<file path="config.mk">
export PLATFORM = sky130hd
export DESIGN_NAME = quad_downcounter
export DESIGN_NICKNAME = d
export VERILOG_FILES = /design/src/rtl/qdc_pkg.sv /design/src/rtl/qdc_prescaler.sv /design/src/rtl/qdc_channel.sv /design/src/rtl/qdc_irq_arb.sv /design/src/rtl/quad_downcounter.sv
export SDC_FILE = /design/constraint.sdc
export NUM_CORES = 1
export LEC_CHECK = 0
export BUFFER_PORTS_ARGS = -buffer_cell sky130_fd_sc_hd__buf_2
export CAP_MARGIN = 0
export CELL_PAD_IN_SITES_DETAIL_PLACEMENT = 2
export CELL_PAD_IN_SITES_GLOBAL_PLACEMENT = 2
export CORE_AREA = 2 2 143 145
export CTS_CLUSTER_DIAMETER = 60
export DETAILED_ROUTE_END_ITERATION = 10
export DIE_AREA = 0 0 145 147
export PLACE_DENSITY = 0.69
export SLEW_MARGIN = 25
export SYNTH_ARGS = -nofsm -noshare
export SYNTH_HDL_FRONTEND = slang
export SYNTH_SLANG_ARGS = --single-unit
</file>
<file path="constraint.sdc">
create_clock -name clk -period 3.05 [get_ports clk]
set_input_delay 0.61 -clock clk [delete_from_list [all_inputs] [get_ports clk]]
set_output_delay 0.61 -clock clk [all_outputs]
set_load 0.01 [all_outputs]
</file>
<file path="src/rtl/qdc_pkg.sv">
package qdc_pkg;
  localparam int DW  = 8;            // data and reload width
  localparam int CW  = DW + 1;       // count width (holds 256)
  localparam int AW  = 2;            // channel address width
  localparam int NCH = 1 << AW;      // channel count

  // control byte bit positions
  localparam int CB_KIND  = 0;   // 1 = control byte, 0 = vector byte
  localparam int CB_STOP  = 1;
  localparam int CB_TCNXT = 2;
  localparam int CB_CMODE = 6;
  localparam int CB_IEN   = 7;

  // reload byte to count span, 0 stands for 256
  function automatic logic [CW-1:0] tc_span(input logic [DW-1:0] d);
    return (d == '0) ? CW'(1 << DW) : {1'b0, d};
  endfunction

  // vector byte: stored base, channel number, zero lsb
  function automatic logic [DW-1:0] vec_byte(input logic [DW-AW-2:0] base,
                                             input logic [AW-1:0] id);
    return {base, id, 1'b0};
  endfunction
endpackage

</file>
<file path="src/rtl/qdc_prescaler.sv">
module qdc_prescaler #(
  parameter int DIV = 16
) (
  input  logic clk,
  input  logic rst_n,
  output logic tick
);
  localparam int W = (DIV > 1) ? $clog2(DIV) : 1;
  localparam logic [W-1:0] LAST = W'(DIV - 1);

  logic [W-1:0] cnt;

  always_ff @(posedge clk) begin
    if (!rst_n)           cnt <= '0;
    else if (cnt == LAST) cnt <= '0;
    else                  cnt <= cnt + 1'b1;
  end

  assign tick = (cnt == LAST);
endmodule

</file>
<file path="src/rtl/qdc_channel.sv">
module qdc_channel
  import qdc_pkg::*;
(
  input  logic          clk,
  input  logic          rst_n,
  input  logic          wr,
  input  logic [DW-1:0] wdata,
  input  logic          tick,
  input  logic          trig,
  input  logic          ack_clr,
  output logic [DW-1:0] count_o,
  output logic          zc_o,
  output logic          pend_o,
  output logic          run_o,
  output logic          exp_tc_o
);
  logic          run, exp_tc, int_en, cnt_mode, pend, zc;
  logic [CW-1:0] tc_q, cnt;
  logic [2:0]    sync;
  logic          rise, step, hit;

  assign rise = sync[1] & ~sync[2];
  assign step = run & (cnt_mode ? rise : tick);
  assign hit  = step & (cnt == CW'(1));

  always_ff @(posedge clk) begin
    if (!rst_n) begin
      run <= 1'b0; exp_tc <= 1'b0; int_en <= 1'b0; cnt_mode <= 1'b0;
      pend <= 1'b0; zc <= 1'b0; tc_q <= '0; cnt <= '0; sync <= '0;
    end else begin
      sync <= {sync[1:0], trig};
      zc   <= hit;
      if (hit)       cnt <= tc_q;
      else if (step) cnt <= cnt - 1'b1;
      if (hit && int_en) pend <= 1'b1;
      else if (ack_clr)  pend <= 1'b0;
      if (wr) begin
        if (exp_tc) begin
          tc_q   <= tc_span(wdata);
          exp_tc <= 1'b0;
          if (!run) begin
            cnt <= tc_span(wdata);
            run <= 1'b1;
          end
        end else if (wdata[CB_KIND]) begin
          int_en   <= wdata[CB_IEN];
          cnt_mode <= wdata[CB_CMODE];
          exp_tc   <= wdata[CB_TCNXT];
          if (wdata[CB_STOP]) begin
            run  <= 1'b0;
            pend <= 1'b0;
          end
        end
      end
    end
  end

  assign count_o  = cnt[DW-1:0];
  assign zc_o     = zc;
  assign pend_o   = pend;
  assign run_o    = run;
  assign exp_tc_o = exp_tc;
endmodule

</file>
<file path="src/rtl/qdc_irq_arb.sv">
module qdc_irq_arb
  import qdc_pkg::*;
(
  input  logic [NCH-1:0] pend,
  input  logic           ack,
  output logic           irq,
  output logic [AW-1:0]  id,
  output logic [NCH-1:0] clr
);
  always_comb begin
    id = '0;
    for (int i = NCH - 1; i >= 0; i--) begin
      if (pend[i]) id = AW'(i);
    end
  end

  assign irq = |pend;
  assign clr = (ack && irq) ? (NCH'(1) << id) : '0;
endmodule

</file>
<file path="src/rtl/quad_downcounter.sv">
module quad_downcounter
  import qdc_pkg::*;
#(
  parameter int PRESCALE = 16
) (
  input  logic          clk,
  input  logic          rst_n,
  input  logic          wr_en,
  input  logic [1:0]    addr,
  input  logic [7:0]    wdata,
  output logic [7:0]    rdata,
  input  logic [3:0]    trig,
  output logic [3:0]    zc,
  output logic          irq,
  input  logic          int_ack,
  output logic [7:0]    vec
);
  localparam int VBW = DW - AW - 1;   // stored vector bits

  logic            tick;
  logic [NCH-1:0]  pend_w, run_w, exp_w, clr_w, zc_w;
  logic [DW-1:0]   cnt_arr [NCH];
  logic [AW-1:0]   gnt_id;
  logic [VBW-1:0]  vbase;
  logic            vec_we;

  qdc_prescaler #(.DIV(PRESCALE)) u_pre (.clk(clk), .rst_n(rst_n), .tick(tick));

  for (genvar g = 0; g < NCH; g++) begin : g_ch
    qdc_channel u_ch (
      .clk(clk), .rst_n(rst_n),
      .wr(wr_en && addr == AW'(g)),
      .wdata(wdata), .tick(tick), .trig(trig[g]), .ack_clr(clr_w[g]),
      .count_o(cnt_arr[g]), .zc_o(zc_w[g]), .pend_o(pend_w[g]),
      .run_o(run_w[g]), .exp_tc_o(exp_w[g])
    );
  end

  // vector write only when channel 0 is not awaiting its reload byte
  assign vec_we = wr_en && addr == '0 && !wdata[CB_KIND] && !exp_w[0];

  always_ff @(posedge clk) begin
    if (!rst_n)      vbase <= '0;
    else if (vec_we) vbase <= wdata[DW-1:DW-VBW];
  end

  qdc_irq_arb u_arb (.pend(pend_w), .ack(int_ack), .irq(irq), .id(gnt_id), .clr(clr_w));

  assign rdata = cnt_arr[addr];
  assign zc    = zc_w;
  assign vec   = vec_byte(vbase, gnt_id);
endmodule

</file>
* After elaboration in Yosys (flattened, before gate mapping)
Index checks and enable logic that the tools add are counted.
Cells by class: $lt $le $gt $ge 1, reductions and logical operators 37, shifts and indexed selects 1, bitwise operators 22, equal/unequal tests 8, multiplexer cells 68, $add $sub $neg 5
Operators with widths (number):
- $mux 9 | 21
- $mux 1 | 39
- $eq 9x1->1 const B | 4
- $sub 9x1->9 const B | 4
- $reduce_and 3->1 | 8
- $bmux 8 s2 | 1
- $mux 8 | 2
- $reduce_bool 2->1 | 8
- $and 1x1->1 | 12
- $logic_and 1x1->1 | 11
- $not 1->1 | 9
- $logic_not 8->1 | 1
- $mux 2 | 4
- $reduce_and 2->1 | 4
- $add 4x1->4 const B | 1
- $eq 2x2->1 const B | 2
- $eq 4x4->1 const B | 1
- $mux 4 | 1
- $reduce_or 4->1 | 1
- $shl 1x2->4 const A | 1
- $ge 3x3->1 const B | 1
- $not 2->3 | 1
- $eq 2x1->1 const B | 1
- $logic_not 1->1 | 2
- 2 further kinds | 2
Word-level totals: input bits 18, bits in registers 117, word-level logic and storage cells 180

* Longest topological paths before layout
Gate-level depths: netlist of the first run.
word-level depth 12, mapped depth 8, mapped depth without buffers 7

* By module
A second synthesis of the first run with hierarchy kept.
Second synthesis, totals: cells, all modules 775, area total of the unflattened synthesis 6294.8 um^2
By module, submodules not included:
- qdc_channel at g_ch[0].u_ch ... | area each 1390.1 um^2, times used 3, seq. area each 540.5 um^2, cells each 176
- qdc_channel at g_ch[3].u_ch | area each 1445.1 um^2, times used 1, seq. area each 540.5 um^2, cells each 181
- quad_downcounter | area each 445.4 um^2, times used 1, seq. area each 100.1 um^2, cells each 39
- qdc_prescaler | area each 168.9 um^2, times used 1, seq. area each 80.1 um^2, cells each 16
- qdc_irq_arb | area each 65.1 um^2, times used 1, seq. area each 0.0 um^2, cells each 11

* Least setup slack after synthesis of the first run
No wires, ideal clock.
path type input to output, start point input port addr[0], end point output port rdata[3], cell stages on the path 2, path buffers 1, arrival time 1401 ps, data required time 2440 ps, slack 1039 ps, path through buf_4 > mux4_1
Between the ends: longest elaborated chain between the ends 4
RTL lines:
- start, declared | RTL line quad_downcounter.sv:9 | input logic [1:0] addr,
- $not 2->3 (not written as such) | RTL line quad_downcounter.sv:49 | assign rdata = cnt_arr[addr];
- $bmux 8 s2 | RTL line quad_downcounter.sv:49
- $mux 8 (not written as such) (2 in series) | RTL line quad_downcounter.sv:49
- end, declared | RTL line quad_downcounter.sv:11 | output logic [7:0] rdata,
No other way between the ends. The select of a mux whose other input is x is not followed.

* Final worst setup path of the first run
start point register u_pre.cnt[0], end point register g_ch[1].u_ch.cnt[3]
Between the ends: longest elaborated chain between the ends 8, elaborated cells on any way between the ends 9
RTL lines:
- start, declared | RTL line qdc_prescaler.sv:11 | logic [W-1:0] cnt;
- start signal, assigned | RTL line qdc_prescaler.sv:16 | else cnt <= cnt + 1'b1;
- $eq 4x4->1 * | RTL line qdc_prescaler.sv:19 | assign tick = (cnt == LAST);
- $mux 1 * | RTL line qdc_channel.sv:23 | assign step = run & (cnt_mode ? rise : tick);
- $and 1x1->1 * | RTL line qdc_channel.sv:23
- $mux 9 / $and 1x1->1 (equally long branches) | RTL line qdc_channel.sv:34, qdc_channel.sv:24
- $mux 9 * | RTL line qdc_channel.sv:33 | if (hit) cnt <= tc_q;
- $mux 9 | RTL line qdc_channel.sv:41 | if (!run) begin
- $mux 9 | RTL line qdc_channel.sv:38 | if (exp_tc) begin
- $mux 9 * | RTL line qdc_channel.sv:37 | if (wr) begin
- end signal, assigned | RTL line qdc_channel.sv:33
- end signal, assigned | RTL line qdc_channel.sv:34 | else if (step) cnt <= cnt - 1'b1;
- end signal, assigned | RTL line qdc_channel.sv:42 | cnt <= tc_span(wdata);
- end, declared | RTL line qdc_channel.sv:18 | logic [CW-1:0] tc_q, cnt;
Mark *: on every way between the ends. The rest lies on a longest branch, timed or not. A chain may end at the register's enable or synchronous reset.

==> flow_summary.ini, run 1 <==
[job]
max-cap-violations = 0

[global_route]
antenna_found_initial = 1
grt_pass1_vias = 6084
grt_pass1_wl_mm = 35.6
grtUsageTotal_pct = 21.8
overflow = 0
grt_max_degree = 40

[worst_hold_path]
min_to = g_ch[2].u_ch.sync[0]$_SDFF_PN0_
min_from = trig[2]
worst_hold_path_type = in2reg
holdPathStages = 2

[clocking]
cts_hold_buf = 0
postCtsResizedCells = 0
cts_setup_buffers = 0
clockBufferDepth = 2
path_clk_slew_ns = 0.06
cts_buffers = 17
htreeDepth = 4
cts_tree = done
clk_latency_ns = 0.42
clk_root_buffer_cell = clkbuf_16
cts.sinks = 117

[timing]
skew_ns = 0.00840
fmax_mhz = 420
final-hold-violation-count = 0
period_share_pct = 78.1
slew-limit-headroom_pct = 43.3
fin_ws_ns = 0.668
whs_ns = 0.399
fin_crit_ns = 2.38
setup_tns_ns = 0
rsz0062_at_grt = no
maxSlewViolCount = 0
setup_violations = 0
worst_pin_slew_ns = 0.851

[critical_path]
r2r-end = g_ch[1].u_ch.cnt[3]$_SDFF_PN0_
cp.buffers_inverters = 0
path_class = reg2reg
cp_top_family = compound AO/OA/AOI/OAI gates
cp_slowest_stage_delay_ns = 0.72
worstPathCellList = ha_1 > nand4b_1 > a21oi_1 > nand2_1 > a221oi_1 > a21oi_1
cp-end-kind = flip-flop
cpMostUsedCell = a21oi_1
regToRegSetupSlack_ns = 0.67
ff2ff_path_depth = 6
timing.rr.start = u_pre.cnt[0]$_SDFF_PP0_
cp.arrival_ns = 2.66
slowest_stage = a21oi_1
critPathLaunchType = flip-flop
required_ns = 3.33
path_max_fanout = 10

[yosys]
ys_warn_count = 0
synth_top_area_share_pct = 40.2
async_flop_share_pct = 0
synth_area_um2 = 5830
synth_flop_cell = dfxtp_1
ys_seq_elements = 117
synth_edf_count = 0
postSynthCellCount = 697
syn_nets = 724
synth_area_leaders = dfxtp_1 40%, nand2_1 7.5%, a21oi_1 5.8%, nor2_1 3.4%, mux2i_1 2.9%
avgSynthCellArea_um2 = 8.36
post-synth-top-area-cell = dfxtp_1
yosysSeqAreaShare_pct = 40.2
synth_cell_types = 74

[placement]
place_congestion = 0.824
place_inst = 978
numPortBuffers = 37
pre_cts_ws_ns = 0.433
place_hpwl_mm = 16.5

[detailed_routing]
routed_wl_mm = 22.5
remaining_drc_errors = 0
dr.pass1.iters = 4
wl_per_cell_um = 22.3
vias_per_cell = 5.42
ant_nets = 0
vias = 5477
first_iter_violations = 317

[floorplanning]
die_w_um = 145
pin_count = 39
die_h_um = 147
core_um2 = 19800
initial_utilization_pct = 29.4
design.die.area_um2 = 21300
num_rows = 52

[power]
seqPwrFrac_pct = 40.5
sw_frac_of_total_pct = 22.1
ir_drop_mv = 0.378
powerDensity_nw_per_um2 = 557
comb_power_share_pct = 4.7
power.leakage_nw = 2.50
switchingPower_mw = 0.854
clockPowerShare_pct = 54.8
p_int_mw = 3.01

[final_layout]
synthToLayoutAreaGrowth_pct = 18.8
stdcell_count = 1010
layout-drive-gt1-share_pct = 15.8
mostFrequentLayoutCells = 117 x nand2_1, 117 x dfxtp_1, 67 x a21oi_1
fill_cells = 2243
final_nets = 754
finish.utilization_pct = 34.9

[outcome]
status = finished clean
[worst register-to-register path: stages, from the launching register on]
cell and delay [ns]:
dfxtp_1 0.38, ha_1 0.39, nand4b_1 0.25, a21oi_1 0.72, nand2_1 0.11, a221oi_1 0.28
a21oi_1 0.12
[worst max path at each step]
stage               cells after the start                        endpoint                            from
floorplan                               2                        rdata[3]                         addr[0]
global placement                        6  g_ch[0].u_ch.cnt[8]$_SDFF_PN0_                         addr[0]
detailed placement                      6  g_ch[0].u_ch.cnt[8]$_SDFF_PN0_                         addr[0]
CTS                                     6  g_ch[1].u_ch.cnt[3]$_SDFF_PN0_         u_pre.cnt[0]$_SDFF_PP0_
global route                            6  g_ch[0].u_ch.cnt[2]$_SDFF_PN0_  g_ch[0].u_ch.cnt[0]$_SDFF_PN0_
finish                                  6  g_ch[1].u_ch.cnt[3]$_SDFF_PN0_         u_pre.cnt[0]$_SDFF_PP0_
[synth_stat cells (7+ instances only)]
cell and instances:
o221ai_1 7, nand3b_1 7, and2_1 14, inv_1 21, buf_4 8, dfxtp_1 117
a21oi_1 67, nand2_1 117, ha_1 9, nor3_1 19, a31oi_1 10, mux4_2 7
clkbuf_1 28, mux2i_1 17, o22ai_1 10, nand4_1 15, buf_2 7, nand3_1 14
o21ai_0 24, nor2_1 53
[per-stage QoR]
step           power (mW)  area, um2
3_5_place_dp         1.78       6300
4_1_cts              3.89       6920
2_1_floorplan        1.69       5830
3_3_place_gp         1.77       6300
6_report             3.86       6920
5_1_grt              3.98       6920
[power groups by stage]
stage	Sequential, mW	Clock, mW	Combinational, mW
2_1_floorplan	1.59	0	0.102
3_3_place_gp	1.59	0	0.178
3_5_place_dp	1.59	0	0.184
4_1_cts	1.56	2.14	0.186
5_1_grt	1.56	2.22	0.201
6_report	1.56	2.11	0.183
[final cells by class]
class                   instances  area (um2)  area share [%]
diodes                          1        2.50          0.0361
multi-input cells             515        3200            46.3
inverters                      22        82.6            1.19
repair buffers                 54         338            4.88
clock inverters                 9         151            2.19
well taps                     270         338            4.88
flip-flops and latches        117        2340            33.8
clock buffers                  22         464            6.71
[routing by layer]
layer  global-route usage, %  share of wire (%)  up-vias  wire (um)
met2                    38.7                 51       98      11500
met5                       0                  0        -          0
met1                    27.2                 43     2780       9730
met3                    4.04                4.3       23        961
li1                        -                  -     2576          -
met4                    6.19                1.5        0        332
[registers in the layout, summed over array words and instances (netlist names)]
name and cells:
g_ch.u_ch.cnt 36, g_ch.u_ch.cnt_mode 4, g_ch.u_ch.run_o 4, g_ch.u_ch.tc_q 36
g_ch.u_ch.int_en 4, g_ch.u_ch.zc_o 4, g_ch.u_ch.sync 12, u_pre.cnt 4
g_ch.u_ch.exp_tc_o 4, vbase 5, g_ch.u_ch.pend_o 4
[logic make-up after synthesis]
kind of cell	after synthesis	synth area share (%)
other cells	1	0.0643
buf+inv	65	4.85
compound gates	170	19.2
simple gates	297	25.6
fa+ha+maj	9	1.93
mux	29	6.85
flops	117	40.2
xor+xnor	9	1.35
Power figures use the tool's default switching activity.
==> run 2: changes to the inputs <==
==> constraint.sdc (replaced) <==
create_clock -name clk -period 2.36 [get_ports clk]
set_input_delay 0.472 -clock clk [delete_from_list [all_inputs] [get_ports clk]]
set_output_delay 0.472 -clock clk [all_outputs]
set_load 0.01 [all_outputs]
==> flow_summary.ini, run 2 (synthesized netlist as in run 1, its figures left out) <==
[detailed_routing]
remaining_drc_errors = 0
wl_per_cell_um = 22.9
ant_nets = 0
dr.pass1.iters = 5
routed_wl_mm = 23.9
vias = 5699
first_iter_violations = 280
vias_per_cell = 5.47

[global_route]
grt_max_degree = 25
antenna_found_initial = 0
overflow = 0
grt_pass1_wl_mm = 36.9
grtUsageTotal_pct = 22.8
grt_pass1_vias = 6130

[clocking]
cts_setup_buffers = 0
cts.sinks = 117
clk_latency_ns = 0.43
path_clk_slew_ns = 0.06
cts_tree = done
clk_root_buffer_cell = clkbuf_16
cts_buffers = 17
clockBufferDepth = 2
htreeDepth = 4

[final_layout]
n_antenna_cell = 0
synthToLayoutAreaGrowth_pct = 22.8
reg_top3 = g_ch.u_ch.cnt: 36 flops, g_ch.u_ch.tc_q: 36 flops, g_ch.u_ch.sync: 12 flops
mostFrequentLayoutCells = 117 x dfxtp_1, 116 x nand2_1, 67 x a21oi_1
final_nets = 785
fin_area_um2 = 7160
stdcell_count = 1041
final_common_cell = dfxtp_1
layout-drive-gt1-share_pct = 19.8

[timing]
rsz0062_at_grt = no
setup_tns_ns = 0
skew_ns = 0.00755
whs_ns = 0.240
fmax_mhz = 465
fin_crit_ns = 2.15
setup_violations = 0
period_share_pct = 91.1
final-hold-violation-count = 0
slew-limit-headroom_pct = 56.8
worst_pin_slew_ns = 0.645
maxSlewViolCount = 0

[power]
switchingPower_mw = 1.20
total_power_mw = 5.03
sw_frac_of_total_pct = 23.9
power.leakage_nw = 2.64
ir_drop_mv = 0.420
p_int_mw = 3.83
powerDensity_nw_per_um2 = 703
seqPwrFrac_pct = 40.1
comb_power_share_pct = 5.2
clockPowerShare_pct = 54.7

[floorplanning]
die_w_um = 145
initial_utilization_pct = 29.4
core_um2 = 19800
num_rows = 52
pin_count = 39
die_h_um = 147
design.die.area_um2 = 21300

[critical_path]
regToRegSetupSlack_ns = 0.21
critPathLaunchType = flip-flop
cp.arrival_ns = 2.50
cp_slowest_stage_delay_ns = 0.45
path_class = reg2reg
path_max_fanout = 9
worstPathCellList = ha_2 > nand4b_1 > a211o_1 > nor2_2 > a221oi_1 > a21oi_1
slowest_stage = a211o_1
cp-end-kind = flip-flop
required_ns = 2.71

[worst_hold_path]
worst_hold_path_type = in2reg

[job]
max-cap-violations = 0

[placement]
place_inst = 1009
numPortBuffers = 37
post_dp_cell_area_um2 = 6530
place_congestion = 0.855
place_hpwl_mm = 17.3

[outcome]
status = finished clean
-- run 2: path summary, 6_finish.rpt --
check                                                startpoint                               to  cells past startpoint
worst max-delay path                    u_pre.cnt[0]$_SDFF_PP0_   g_ch[1].u_ch.cnt[3]$_SDFF_PN0_                      6
worst max register to register          u_pre.cnt[0]$_SDFF_PP0_   g_ch[1].u_ch.cnt[3]$_SDFF_PN0_                      6
worst min-delay path                                    trig[0]  g_ch[0].u_ch.sync[0]$_SDFF_PN0_                      2
worst min register to register  g_ch[2].u_ch.sync[0]$_SDFF_PN0_  g_ch[2].u_ch.sync[1]$_SDFF_PN0_                      1
-- run 2: routing by layer --
layer / track usage (%) / wire length (um) / part of all wire [%]
met5: 0 / 0 / 0
met1: 28.0 / 10500 / 44
met2: 39.5 / 11800 / 50
met4: 7.57 / 418 / 1.8
met3: 5.12 / 1050 / 4.4
-- run 2: power by group through the flow --
| stage | Sequential [mW] | Clock, mW | Combinational, mW |
|---|---|---|---|
| floorplan | 2.05 | 0 | 0.132 |
| global placement | 2.06 | 0 | 0.247 |
| detailed placement | 2.06 | 0 | 0.255 |
| CTS | 2.02 | 2.79 | 0.258 |
| global route | 2.02 | 2.87 | 0.276 |
| finish | 2.02 | 2.75 | 0.259 |
-- run 2: final cells by class --
class	count	area, um2
Fill cell	2235	12700
Multi-Input combinational cell	515	3220
Sequential cell	117	2340
Timing Repair Buffer	85	558
Clock buffer	21	470
Tap cell	270	338
Clock inverter	11	148
Inverter	22	82.6
-- run 2: through the flow --
stage | setup WS [ns] | utilization (%)
after floorplan | 0.496 | -
after global placement | 0.267 | 32.9
after detailed placement | 0.135 | 32.9
after CTS | 0.0559 | 36.0
after global routing | 0.0167 | 36.1
final | 0.210 | 36.1
-- run 2: worst max-delay path: cells and delay by family, from the launching register on --
family                     cells  cell delay, ns
adders and majority gates      1            0.30
AOI/OAI and AO/OA              3            0.81
and+or+nand+nor                2            0.57
DFF                            1            0.39
-- run 2: what timing repair did --
item / in CTS / in global routing
hold buffers: 0 / 0
setup endpoints to repair: 0 / 9
gates resized for setup: 0 / 3
==> run 3: changes to the inputs <==
--- a/config.mk
+++ b/config.mk
@@ -14,6 +14,7 @@
 export DETAILED_ROUTE_END_ITERATION = 10
 export DIE_AREA = 0 0 145 147
 export PLACE_DENSITY = 0.69
+export SETUP_SLACK_MARGIN = 0.3
 export SLEW_MARGIN = 25
 export SYNTH_ARGS = -nofsm -noshare
 export SYNTH_HDL_FRONTEND = slang
==> flow_summary.ini, run 3 (synthesized netlist as in run 1, its figures left out) <==
[outcome]
status = finished clean

[timing]
maxSlewViolCount = 0
slew-limit-headroom_pct = 56.8
fmax_mhz = 492
worst_pin_slew_ns = 0.645
period_share_pct = 86.2
setup_violations = 0
setup_tns_ns = 0
skew_ns = 0.0121
final-hold-violation-count = 0
rsz0062_at_grt = no
whs_ns = 0.240
fin_crit_ns = 2.03

[power]
total_power_mw = 5.03
ir_drop_mv = 0.418
power.leakage_nw = 2.68
powerDensity_nw_per_um2 = 687

[placement]
place_congestion = 0.855
place_hpwl_mm = 17.3
post_dp_cell_area_um2 = 6530
numPortBuffers = 37

[global_route]
grtUsageTotal_pct = 22.8
grt_max_degree = 25
grt_pass1_wl_mm = 36.9
antenna_found_initial = 0
grt_pass1_vias = 6139
overflow = 0

[job]
max-cap-violations = 0

[clocking]
clk_latency_ns = 0.43
path_clk_slew_ns = 0.06
clockBufferDepth = 2
cts_hold_buf = 0
clk_root_buffer_cell = clkbuf_16
cts_buffers = 17
htreeDepth = 4
cts.sinks = 117
cts_tree = done

[critical_path]
cp.arrival_ns = 1.56
regToRegSetupSlack_ns = 0.39
required_ns = 1.89
ff2ff_path_depth = 7
cp-end-kind = output port
crit_end = rdata[2]
slowest_stage = mux4_2
path_class = reg2out
path_max_fanout = 6
critPathLaunch = g_ch[0].u_ch.cnt[2]$_SDFF_PN0_
critPathLaunchType = flip-flop
timing.rr.start = g_ch[3].u_ch.cnt[1]$_SDFF_PN0_
worstPathCellList = mux4_2 > buf_2
r2r-end = g_ch[3].u_ch.cnt[6]$_SDFF_PN0_
cp_slowest_stage_delay_ns = 0.53

[final_layout]
finish.utilization_pct = 36.9
fin_area_um2 = 7320
reg_top3 = g_ch.u_ch.cnt: 36 flops, g_ch.u_ch.tc_q: 36 flops, g_ch.u_ch.sync: 12 flops
fill_cells = 2219
final_common_cell = nand2_1
mostFrequentLayoutCells = 116 x nand2_1, 110 x dfxtp_1, 65 x a21oi_1
layout-drive-gt1-share_pct = 23.2
n_antenna_cell = 0
synthToLayoutAreaGrowth_pct = 25.6
final_nets = 791

[detailed_routing]
vias_per_cell = 5.47
remaining_drc_errors = 0
vias = 5722
routed_wl_mm = 24.2
ant_nets = 0
wl_per_cell_um = 23.1
dr.pass1.iters = 4
first_iter_violations = 304

[floorplanning]
initial_utilization_pct = 29.4
design.die.area_um2 = 21300
num_rows = 52
core_um2 = 19800
pin_count = 39
die_h_um = 147
die_w_um = 145

[worst_hold_path]
worst_hold_path_type = in2reg
[run 3: per-stage QoR]
step,worst slack [ns],cells
floorplan,0.496,697
global placement,0.267,1009
detailed placement,0.135,1009
CTS,0.300,1042
global route,0.297,1047
finish,0.326,1047
[run 3: power breakdown]
part	internal, mW	total (mW)	switching, mW
Sequential	2.00	2.02	0.0225
Combinational	0.0890	0.262	0.173
Clock	1.74	2.75	1.01
Total	3.83	5.03	1.20
[run 3: layout make-up]
cell class	count	area [um2]	area share, %
clock buffer	21	470	6.42
clock inverter	11	148	2.02
inverter	22	82.6	1.13
multi-input combinational	516	3330	45.4
sequential	117	2350	32.1
tap	270	338	4.61
timing repair buffer	90	606	8.27
[run 3: worst min path at each step]
stage / from / end / slack, ns / cells past startpoint
2_1_floorplan: g_ch[0].u_ch.sync[0]$_SDFF_PN0_ / g_ch[0].u_ch.sync[1]$_SDFF_PN0_ / 0.41 / 1
3_3_place_gp: g_ch[2].u_ch.sync[0]$_SDFF_PN0_ / g_ch[2].u_ch.sync[1]$_SDFF_PN0_ / 0.42 / 1
3_5_place_dp: g_ch[2].u_ch.sync[0]$_SDFF_PN0_ / g_ch[2].u_ch.sync[1]$_SDFF_PN0_ / 0.42 / 1
4_1_cts: trig[0] / g_ch[0].u_ch.sync[0]$_SDFF_PN0_ / 0.23 / 2
5_1_grt: trig[0] / g_ch[0].u_ch.sync[0]$_SDFF_PN0_ / 0.25 / 2
6_report: trig[0] / g_ch[0].u_ch.sync[0]$_SDFF_PN0_ / 0.24 / 2
[run 3: critical path: cells and delay by family, from the launching register on]
kind	cells	cell delay, ns
buffers and inverters	1	0.16
multiplexers	1	0.53
flip-flops	1	0.43
[run 3: repair_timing]
item                                    4_1_cts  5_1_grt
gates resized for setup                       8       24
endpoints found under the hold margin         0        0
endpoints found under the setup margin       24       22
pin swaps                                     0        5
setup buffers                                 1        4
cloned                                        0        1
[run 3: layer usage]
| metal | wire length (um) | GRT usage (%) | vias up | part of all wire, % |
|---|---|---|---|---|
| met5 | 0 | 0 | - | 0 |
| met4 | 488 | 7.82 | 0 | 2.0 |
| met3 | 936 | 5.22 | 30 | 3.9 |
| met2 | 12000 | 39.5 | 108 | 50 |
| met1 | 10700 | 27.9 | 2938 | 44 |
| li1 | - | - | 2646 | - |
